--- src/rtl/sfc_pkg.sv ---
package sfc_pkg;
  localparam logic [7:0] OP_WREN   = 8'h06;
  localparam logic [7:0] OP_WRDI   = 8'h04;
  localparam logic [7:0] OP_RDSR   = 8'h05;
  localparam logic [7:0] OP_WRSR   = 8'h01;
  localparam logic [7:0] OP_READ   = 8'h03;
  localparam logic [7:0] OP_PROG   = 8'h02;
  localparam logic [7:0] OP_SERASE = 8'hD8;
  localparam logic [7:0] OP_BERASE = 8'hC7;
  localparam logic [7:0] OP_RDID   = 8'hAB;

  typedef enum logic [1:0] {
    SRC_NONE,
    SRC_STAT,
    SRC_MEM,
    SRC_ID
  } out_src_e;
endpackage

--- src/rtl/sfc_serial_rx.sv ---
module sfc_serial_rx (
  input  logic       clk,
  input  logic       rst_n,
  input  logic       cs_n,
  input  logic       sck,
  input  logic       mosi,
  output logic       sck_fall,
  output logic       cs_end,
  output logic       byte_vld,
  output logic [7:0] byte_dat,
  output logic [2:0] byte_idx,
  output logic [2:0] bit_pos,
  output logic [2:0] byte_cnt
);
  logic       cs_q, sck_q;
  logic [6:0] sh_q, sh_n;
  logic [2:0] bit_n, cnt_n, idx_n;
  logic       vld_n;
  logic [7:0] dat_n;
  logic       rise, cs_fall;

  assign rise     = ~cs_n & sck & ~sck_q;
  assign sck_fall = ~cs_n & ~sck & sck_q;
  assign cs_fall  = ~cs_n & cs_q;
  assign cs_end   = cs_n & ~cs_q;

  always_comb begin
    sh_n  = sh_q;
    bit_n = bit_pos;
    cnt_n = byte_cnt;
    vld_n = 1'b0;
    dat_n = byte_dat;
    idx_n = byte_idx;
    if (cs_fall) begin
      bit_n = 3'd0;
      cnt_n = 3'd0;
    end else if (rise) begin
      sh_n  = {sh_q[5:0], mosi};
      bit_n = bit_pos + 3'd1;
      if (bit_pos == 3'd7) begin
        vld_n = 1'b1;
        dat_n = {sh_q, mosi};
        idx_n = byte_cnt;
        if (byte_cnt != 3'd7) cnt_n = byte_cnt + 3'd1;
      end
    end
  end

  always_ff @(posedge clk or negedge rst_n) begin
    if (!rst_n) begin
      cs_q     <= 1'b1;
      sck_q    <= 1'b0;
      sh_q     <= '0;
      bit_pos  <= '0;
      byte_cnt <= '0;
      byte_vld <= 1'b0;
      byte_dat <= '0;
      byte_idx <= '0;
    end else begin
      cs_q     <= cs_n;
      sck_q    <= sck;
      sh_q     <= sh_n;
      bit_pos  <= bit_n;
      byte_cnt <= cnt_n;
      byte_vld <= vld_n;
      byte_dat <= dat_n;
      byte_idx <= idx_n;
    end
  end
endmodule

--- src/rtl/sfc_busy_timer.sv ---
module sfc_busy_timer #(
  parameter int BUSY_CYC = 64
) (
  input  logic clk,
  input  logic rst_n,
  input  logic start,
  output logic wip
);
  localparam int CW = $clog2(BUSY_CYC + 1);
  logic [CW-1:0] cnt_q, cnt_n;

  always_comb begin
    cnt_n = cnt_q;
    if (start)              cnt_n = CW'(BUSY_CYC);
    else if (cnt_q != '0)   cnt_n = cnt_q - 1'b1;
  end

  always_ff @(posedge clk or negedge rst_n) begin
    if (!rst_n) cnt_q <= '0;
    else        cnt_q <= cnt_n;
  end

  assign wip = (cnt_q != '0);
endmodule

--- src/rtl/sfc_byte_array.sv ---
module sfc_byte_array #(
  parameter int ADDR_W = 8,
  parameter int SECT_W = 2
) (
  input  logic              clk,
  input  logic              rst_n,
  input  logic              prog_en,
  input  logic [ADDR_W-1:0] prog_addr,
  input  logic [7:0]        prog_data,
  input  logic              sect_en,
  input  logic [SECT_W-1:0] sect_idx,
  input  logic              bulk_en,
  input  logic [ADDR_W-1:0] rd_addr,
  output logic [7:0]        rd_data
);
  localparam int DEPTH   = 1 << ADDR_W;
  localparam int SECT_SH = ADDR_W - SECT_W;

  logic [7:0] cells [DEPTH];

  for (genvar g = 0; g < DEPTH; g++) begin : g_cell
    localparam logic [SECT_W-1:0] MY_SECT = SECT_W'(g >> SECT_SH);
    localparam logic [ADDR_W-1:0] MY_ADDR = ADDR_W'(g);
    logic       clr, en;
    logic [7:0] nxt;

    always_comb begin
      clr = bulk_en | (sect_en & (sect_idx == MY_SECT));
      en  = clr | (prog_en & (prog_addr == MY_ADDR));
      nxt = clr ? 8'hFF : (cells[g] & prog_data);
    end

    always_ff @(posedge clk or negedge rst_n) begin
      if (!rst_n)  cells[g] <= 8'hFF;
      else if (en) cells[g] <= nxt;
    end
  end

  assign rd_data = cells[rd_addr];
endmodule

--- src/rtl/sfc_cmd_engine.sv ---
module sfc_cmd_engine
  import sfc_pkg::*;
#(
  parameter int         ADDR_W   = 8,
  parameter int         SECT_W   = 2,
  parameter int         BUSY_CYC = 64,
  parameter logic [7:0] DEV_ID   = 8'h2C
) (
  input  logic clk,
  input  logic rst_n,
  input  logic cs_n,
  input  logic sck,
  input  logic mosi,
  output logic miso
);
  logic       rst_s1, rst_sync;
  logic       sck_fall, cs_end, byte_vld;
  logic [7:0] byte_dat;
  logic [2:0] byte_idx, bit_pos, byte_cnt;
  logic       wip, busy_start;

  logic [7:0]        op_q, op_n, out_q, out_n, wdat_q, wdat_n, rd_data;
  logic [ADDR_W-1:0] addr_q, addr_n;
  logic              ok_q, ok_n, wel_q, wel_n, pend_q, pend_n, oen_q, oen_n;
  logic [5:0]        usr_q, usr_n;
  out_src_e          src_q, src_n;

  logic [7:0] op_now, status, load_val;
  logic       ok_now, aligned, go;
  logic       wren_go, wrdi_go, prog_go, sect_go, bulk_go, wrsr_go;

  always_ff @(posedge clk or negedge rst_n) begin
    if (!rst_n) begin
      rst_s1   <= 1'b0;
      rst_sync <= 1'b0;
    end else begin
      rst_s1   <= 1'b1;
      rst_sync <= rst_s1;
    end
  end

  sfc_serial_rx u_rx (
    .clk(clk), .rst_n(rst_sync), .cs_n(cs_n), .sck(sck), .mosi(mosi),
    .sck_fall(sck_fall), .cs_end(cs_end), .byte_vld(byte_vld),
    .byte_dat(byte_dat), .byte_idx(byte_idx), .bit_pos(bit_pos),
    .byte_cnt(byte_cnt)
  );

  sfc_busy_timer #(.BUSY_CYC(BUSY_CYC)) u_busy (
    .clk(clk), .rst_n(rst_sync), .start(busy_start), .wip(wip)
  );

  sfc_byte_array #(.ADDR_W(ADDR_W), .SECT_W(SECT_W)) u_array (
    .clk(clk), .rst_n(rst_sync),
    .prog_en(prog_go), .prog_addr(addr_q), .prog_data(wdat_q),
    .sect_en(sect_go), .sect_idx(addr_q[ADDR_W-1 -: SECT_W]),
    .bulk_en(bulk_go), .rd_addr(addr_q), .rd_data(rd_data)
  );

  assign status = {usr_q, wel_q, wip};
  assign op_now = (byte_idx == 3'd0) ? byte_dat : op_q;
  assign ok_now = (byte_idx == 3'd0) ? ~wip : ok_q;

  always_comb begin
    case (src_q)
      SRC_STAT: load_val = status;
      SRC_MEM:  load_val = rd_data;
      SRC_ID:   load_val = DEV_ID;
      default:  load_val = 8'h00;
    endcase
  end

  // command acceptance at select release
  assign aligned    = (bit_pos == 3'd0) && (byte_cnt != 3'd0);
  assign go         = cs_end & aligned & ~wip;
  assign wren_go    = go & (op_q == OP_WREN);
  assign wrdi_go    = go & (op_q == OP_WRDI);
  assign prog_go    = go & wel_q & (op_q == OP_PROG)   & (byte_cnt >= 3'd5);
  assign sect_go    = go & wel_q & (op_q == OP_SERASE) & (byte_cnt >= 3'd4);
  assign bulk_go    = go & wel_q & (op_q == OP_BERASE);
  assign wrsr_go    = go & wel_q & (op_q == OP_WRSR)   & (byte_cnt >= 3'd2);
  assign busy_start = prog_go | sect_go | bulk_go | wrsr_go;

  always_comb begin
    op_n   = op_q;
    ok_n   = ok_q;
    addr_n = addr_q;
    wdat_n = wdat_q;
    pend_n = pend_q;
    src_n  = src_q;
    out_n  = out_q;
    oen_n  = oen_q;
    wel_n  = wel_q;
    usr_n  = usr_q;

    if (byte_vld) begin
      if (byte_idx == 3'd0) begin
        op_n = byte_dat;
        ok_n = ~wip;
      end
      if (byte_idx >= 3'd1 && byte_idx <= 3'd3)
        addr_n = ADDR_W'({addr_q, byte_dat});
      if ((byte_idx == 3'd1 && op_now == OP_WRSR) ||
          (byte_idx == 3'd4 && op_now == OP_PROG))
        wdat_n = byte_dat;
      if (op_now == OP_RDSR) begin
        pend_n = 1'b1;
        src_n  = SRC_STAT;
      end else if (byte_idx >= 3'd3 && ok_now && op_now == OP_READ) begin
        pend_n = 1'b1;
        src_n  = SRC_MEM;
      end else if (byte_idx >= 3'd3 && ok_now && op_now == OP_RDID) begin
        pend_n = 1'b1;
        src_n  = SRC_ID;
      end
    end

    if (sck_fall) begin
      if (pend_q) begin
        out_n  = load_val;
        oen_n  = 1'b1;
        pend_n = 1'b0;
        if (src_q == SRC_MEM) addr_n = addr_q + 1'b1;
      end else begin
        out_n = {out_q[6:0], 1'b0};
      end
    end

    if (cs_end) begin
      oen_n  = 1'b0;
      pend_n = 1'b0;
    end

    if (wren_go)               wel_n = 1'b1;
    if (wrdi_go || busy_start) wel_n = 1'b0;
    if (wrsr_go)               usr_n = wdat_q[7:2];
  end

  always_ff @(posedge clk or negedge rst_sync) begin
    if (!rst_sync) begin
      op_q   <= '0;
      ok_q   <= 1'b0;
      addr_q <= '0;
      wdat_q <= '0;
      pend_q <= 1'b0;
      src_q  <= SRC_NONE;
      out_q  <= '0;
      oen_q  <= 1'b0;
      wel_q  <= 1'b0;
      usr_q  <= '0;
    end else begin
      op_q   <= op_n;
      ok_q   <= ok_n;
      addr_q <= addr_n;
      wdat_q <= wdat_n;
      pend_q <= pend_n;
      src_q  <= src_n;
      out_q  <= out_n;
      oen_q  <= oen_n;
      wel_q  <= wel_n;
      usr_q  <= usr_n;
    end
  end

  assign miso = oen_q & out_q[7];
endmodule

--- config.mk ---
export PLATFORM = sky130hd
export DESIGN_NAME = sfc_cmd_engine
export DESIGN_NICKNAME = d
export VERILOG_FILES = /design/src/rtl/sfc_pkg.sv /design/src/rtl/sfc_serial_rx.sv /design/src/rtl/sfc_busy_timer.sv /design/src/rtl/sfc_byte_array.sv /design/src/rtl/sfc_cmd_engine.sv
export SDC_FILE = /design/constraint.sdc
export NUM_CORES = 2
export LEC_CHECK = 0
export ABC_AREA = 0
export BUFFER_PORTS_ARGS = -buffer_cell sky130_fd_sc_hd__clkbuf_2
export CORE_MARGIN = 5
export CORE_UTILIZATION = 55
export CTS_CLUSTER_SIZE = 40
export DETAILED_ROUTE_END_ITERATION = 8
export PLACE_DENSITY_LB_ADDON = 0.12
export SLEW_MARGIN = 25
export SYNTH_ARGS = -nofsm -noshare
export SYNTH_HDL_FRONTEND = slang
export SYNTH_HIERARCHICAL = 1
export SYNTH_SLANG_ARGS = --single-unit
--- constraint.sdc ---
create_clock -name clk -period 73.3 [get_ports clk]
set_clock_uncertainty 0.05 [all_clocks]
set_input_delay 14.66 -clock clk [delete_from_list [all_inputs] [get_ports clk]]
set_output_delay 14.66 -clock clk [all_outputs]
set_load 0.02 [all_outputs]
Yosys cells after proc, flatten, opt, wreduce, memory -nomap -nowiden

Index checks and enable logic that the tools add are counted.

Flip-flop bits (word level): 2128
Bits of input ports: 5
Output and inout port bits: 1
Logic and storage cells: 1692

Eq/ne operators: 276
Multiplexer cells: 294
Reductions and logical operators: 29
Bitwise logic cells: 805
Add/subtract/negate cells: 4
$lt $le $gt $ge: 7

Operator list:

| cell                                                 | number |
|---|---|
| two-way mux 8 bit                                    | 265 |
| AND 8 bit                                            | 256 |
| equality test 8 bit (second input constant)          | 131 |
| equality test 8 x 7 -> 1 bit (second input constant) | 64 |
| AND 1 bit                                            | 279 |
| bitwise OR 1 bit                                     | 263 |
| equality test 8 x 6 -> 1 bit (second input constant) | 32 |
| equality test 8 x 5 -> 1 bit (second input constant) | 16 |
| binary-select mux 8 bit (select 8 bit)               | 1 |
| equality test 8 x 4 -> 1 bit (second input constant) | 8 |
| equality test 8 x 3 -> 1 bit (second input constant) | 7 |
| equality test 8 x 2 -> 1 bit (second input constant) | 5 |
| equality test 8 x 1 -> 1 bit (second input constant) | 3 |
| case mux 8 bit (3 select lines)                      | 1 |
| two-way mux 3 bit                                    | 6 |
| two-way mux 1 bit                                    | 16 |
| two-way mux 7 bit                                    | 2 |
| nonzero test 2 bit                                   | 7 |
| >= comparator 9 bit (second input constant)          | 1 |
| inverter 8 -> 9 bit                                  | 1 |
| adder 8 x 1 -> 8 bit (second input constant)         | 1 |
| equality test 2 bit (second input constant)          | 4 |
| logical NOT 8 bit                                    | 1 |
| AND reduction 2 bit                                  | 4 |
| other kinds (19)                                     | 41 |

Logic depth before layout (Yosys ltp)

Depth after elaboration: 12
Gate-level depth with buffers: 16
Depth with buffers taken out: 13

Cells and area by module

Netlist, hierarchy kept.

Modules (own cells, without submodules):

| module         | seq. area each (sq um) | instances | cells an instance | area an instance (sq um) |
|---|---|---|---|---|
| sfc_byte_array | 53811.6                | 1         | 8317              | 91602.9 |
| sfc_cmd_engine | 1151.1                 | 1         | 227               | 2364.8 |
| sfc_serial_rx  | 676.9                  | 1         | 80                | 1146.1 |
| sfc_busy_timer | 175.2                  | 1         | 39                | 389.1 |

Worst setup path before layout

Ideal clock, no wire load.

Path type: input-to-reg
From: input port cs_n
To: register u_array/cells[408] (netlist bit)
Required time: 73.160 ns
Arrival time: 17.454 ns
Stages on the path: 10
Setup time: 0.090 ns
Path slack: 55.706 ns
Path buffers: 2
Cells stage by stage: buf_6 -> nor2b_1 -> or4b_4 -> nor4_1 -> o2111a_1 -> nor4b_1 -> buf_2 -> nand2_1 -> o21ai_0 -> nand2_1

RTL lines:

| element                        | line                 | source |
|---|---|---|
| start: declaration             | sfc_cmd_engine.sv:11 | `input logic cs_n,` |
| AND 1 bit                      | sfc_serial_rx.sv:25  | `assign cs_end = cs_n & ~cs_q;` |
| net cs_end                     | sfc_cmd_engine.sv:17 | `logic sck_fall, cs_end, byte_vld;` |
| AND 1 bit (2 in series)        | sfc_cmd_engine.sv:75 | `assign go = cs_end & aligned & ~wip;` |
| AND 1 bit (3 in series)        | sfc_cmd_engine.sv:78 | `assign prog_go = go & wel_q & (op_q == OP_PROG) & (byte_cnt >= 3'd5);` |
| net prog_go                    | sfc_cmd_engine.sv:30 | `logic wren_go, wrdi_go, prog_go, sect_go, bulk_go, wrsr_go;` |
| AND 1 bit                      | sfc_byte_array.sv:29 | `en = clr \| (prog_en & (prog_addr == MY_ADDR));` |
| bitwise OR 1 bit               | sfc_byte_array.sv:29 |  |
| end signal: indexed assignment | sfc_byte_array.sv:35 | `else if (en) cells[g] <= nxt;` |
| end: declaration               | sfc_byte_array.sv:19 | `logic [7:0] cells [DEPTH];` |

The timed path passes the listed nets, and every way through them passes these cells.
A chain may end at the register's enable or synchronous reset.

Worst setup path in the final report

From: input port cs_n
To: register u_array/cells[952] (netlist bit)

Cells in the longest elaborated chain, start to end: 9

Ends and longest elaborated chain:

| element                                                      | line                                       | source |
|---|---|---|
| AND 1 bit (*)                                                | sfc_serial_rx.sv:25                        |  |
| net cs_end                                                   | sfc_cmd_engine.sv:17                       |  |
| AND 1 bit (*) (2 in series)                                  | sfc_cmd_engine.sv:75                       |  |
| AND 1 bit (*) (3 in series)                                  | sfc_cmd_engine.sv:79                       | `assign sect_go = go & wel_q & (op_q == OP_SERASE) & (byte_cnt >= 3'd4);` |
| net sect_go                                                  | sfc_cmd_engine.sv:30                       |  |
| AND 1 bit (*)                                                | sfc_byte_array.sv:28                       | `clr = bulk_en \| (sect_en & (sect_idx == MY_SECT));` |
| bitwise OR 1 bit (*)                                         | sfc_byte_array.sv:28                       |  |
| two-way mux 8 bit / bitwise OR 1 bit (equally long branches) | sfc_byte_array.sv:30, sfc_byte_array.sv:29 |  |

The timed path passes the listed nets; every way through them passes the cells marked *.

==> run summary <==
Initial antenna violation count = 6
Setup TNS = 0 ns
Share of the synthesized area in the top cell type = 0.564
Ys Warns = 6
DR WL/cell = 25.6 µm
Pwr Density = 24.7 nW/µm²
Commonest non-fill, non-tap cell in the layout = nand2_1
Hold Path Sink = rst_sync
Worst Hold Class = reg -> reg
Clk Latency, worst-skew pair = 0.85 ns
RSZ-0062 raised after global routing = no
Mapped Cells = 8663
Largest net degree at the start of global routing = 261
Leak = 43.5 nW
Post_cts resized = 0
Pwr Total = 0.00257 W
Clock transition at the registers of the reported paths = 0.06 ns
CTS Hold Bufs = 0
Initial Util = 0.551
Die span in y = 427 µm
Placed wire-length estimate = 163000 µm
Sequential share of the synthesized area = 0.584
WP data arrival = 19.69 ns
Status = complete, no violations
Initial DRT Pass Iterations = 8
Cts bufs inserted = 218
Reg2reg start = addr_q[0]
CP max FO = 164
Vias in the first global route = 68100
Post-layout nets = 8341
CP Class = in -> reg
Ports = 6
Sink Count = 2128
Endpoints failing setup = 0
Reg2Reg Setup Slack = 67.15 ns
CTS tree = yes
Antenna viol nets, final = 0
Ys async rst share = 1.00
Worst hold stages = 0
First-pass GRT wire length = 429000 µm
H-tree Lvls = 4
Period utilisation layout = 0.260
Die area = 182000 µm²
Max-Cap Viols = 0
#FFs+latches synth = 2128
Slew @ Worst Pin = 1.27 ns
Vias per cell = 6.38
Synthesized area = 95500 µm²
Period minus WS final = 19.04 ns
EDFF count, synth = 0
Post-synth top area cell = dfstp_2
Mapped Nets = 8674
Mapped Avg Cell Area = 11.0 µm²
Worst setup EP type = flip-flop
Most frequent cells in the layout = 2379 x nand2_1, 2096 x o21ai_0, 2049 x dfstp_2
Routability cong. = 0.863
Port Buffer Count = 5
# Post-CTS Setup Buffers = 0
Final Max Slew Viols = 0
Die W = 427 µm
Share of layout cells above drive strength 1 = 0.361
Yosys cell types = 89
Final hold vios = 0
R2r endpoint = out_q[2]
Syn-to-layout area delta = 8.99%
Total grt overflow = 0
Max_slew headroom = 0.147
CP required = 73.95 ns
Detailed-route via count = 69200
Final wirelength = 278000 µm
DRC Markers = 0
Largest cells by area after synthesis = dfstp_2 56%, o21ai_0 11%, mux4_2 9.7%
Global Route Usage Sum = 0.304
FP Rows = 153
Maximum clock path buffer count = 3
Synth Flop Type = dfstp_2
First-iteration detailed-routing DRC count = 7816
Peak supply drop = 21.3 µV
Clock root buffer = clkbuf_16
Critical Path Source Type = primary input
Hold_sp = rst_s1
Fmax = 52.5 MHz
Core box area = 173000 µm²
FF-to-FF path depth = 13
area by class of cell:
class	instances	area, µm²
inverters	15	56.3
diodes	3	7.51
repair buffers	134	1310
flip-flops and latches	2128	55900
well taps	2325	2910
fillers	14100	69200
multi-input cells	5833	36600
clock inverters	70	827
clock buffers	333	6530
worst max path at each step:
stage	from	to	slack, ns	depth (start not counted)
after floorplan	rst_sync	addr_q[0]	13.12	0
after global placement	cs_n	u_array/cells[899]	53.69	11
after detailed placement	cs_n	u_array/cells[952]	53.67	11
after CTS	cs_n	u_array/cells[952]	54.58	11
after global routing	cs_n	u_array/cells[935]	54.07	12
final	cs_n	u_array/cells[952]	54.26	12
stage by stage:
step	instance area, µm²	setup WS (ns)	cells	utilization	hold slack (ns)
after global routing	104000	54.07	10800	0.601	0.325
after floorplan	95500	13.12	8663	-	0.281
after detailed placement	96600	53.67	10400	0.557	0.291
after global placement	96500	53.69	10400	0.557	0.287
after CTS	104000	54.58	10800	0.600	0.304
final	104000	54.26	10800	0.601	0.301
cells by family after synthesis:
group	synth area share
flip-flops	0.584
other	0.0000393
buffers and inverters	0.0351
AND/OR/NAND/NOR	0.110
AO/OA/AOI/OAI	0.145
multiplexers	0.124
adder cells (fa/ha/maj)	0.000786
state kept, by name, indices dropped and copies added, names as in the netlist, 7 cells and up:
name	flops
addr_q	8
u_rx/sh_q	7
op_q	8
u_rx/byte_dat	8
u_busy/cnt_q	7
wdat_q	8
out_q	8
u_array/cells	2048
synth_stat cells (all sizes together), types with 31 or more instances:
cell and number:
clkbuf 510, nor3 36, o22ai 31, a21oi 96
mux2 51, nor2 72, dfstp 2049, nand2 2381
mux2i 126, dfrtp 79, o221ai 37, a22oi 161
buf 177, mux4 440, o21ai 2097
power breakdown:
group / switching, W / leakage (nW) / internal [W]
logic: 0.0000709 / 17.3 / 0.0000514
clock network: 0.000473 / 3.65 / 0.000662
registers: 0.0000313 / 22.6 / 0.00128
worst max-delay path, stage by stage:
cell,delay (ns)
clkbuf_2,0.19
nor2b_1,0.22
or4b_4,0.24
or2_0,0.21
nor3_2,0.16
a31oi_4,0.26
buf_4,0.64
buf_4,0.86
buf_12,0.44
buf_16,0.47
buf_4,0.88
nand2_1,0.14
per-layer routing:
| layer | global-route usage | vias to the layer above | part of all wire |
|---|---|---|---|
| met1 | 0.443 | 36000 | 0.42 |
| li1 | - | 29800 | - |
| met2 | 0.461 | 2866 | 0.46 |
| met3 | 0.0589 | 520 | 0.081 |
| met4 | 0.109 | 6 | 0.039 |
| met5 | 0 | - | 0.00015 |
Power figures use the tool's default switching activity.
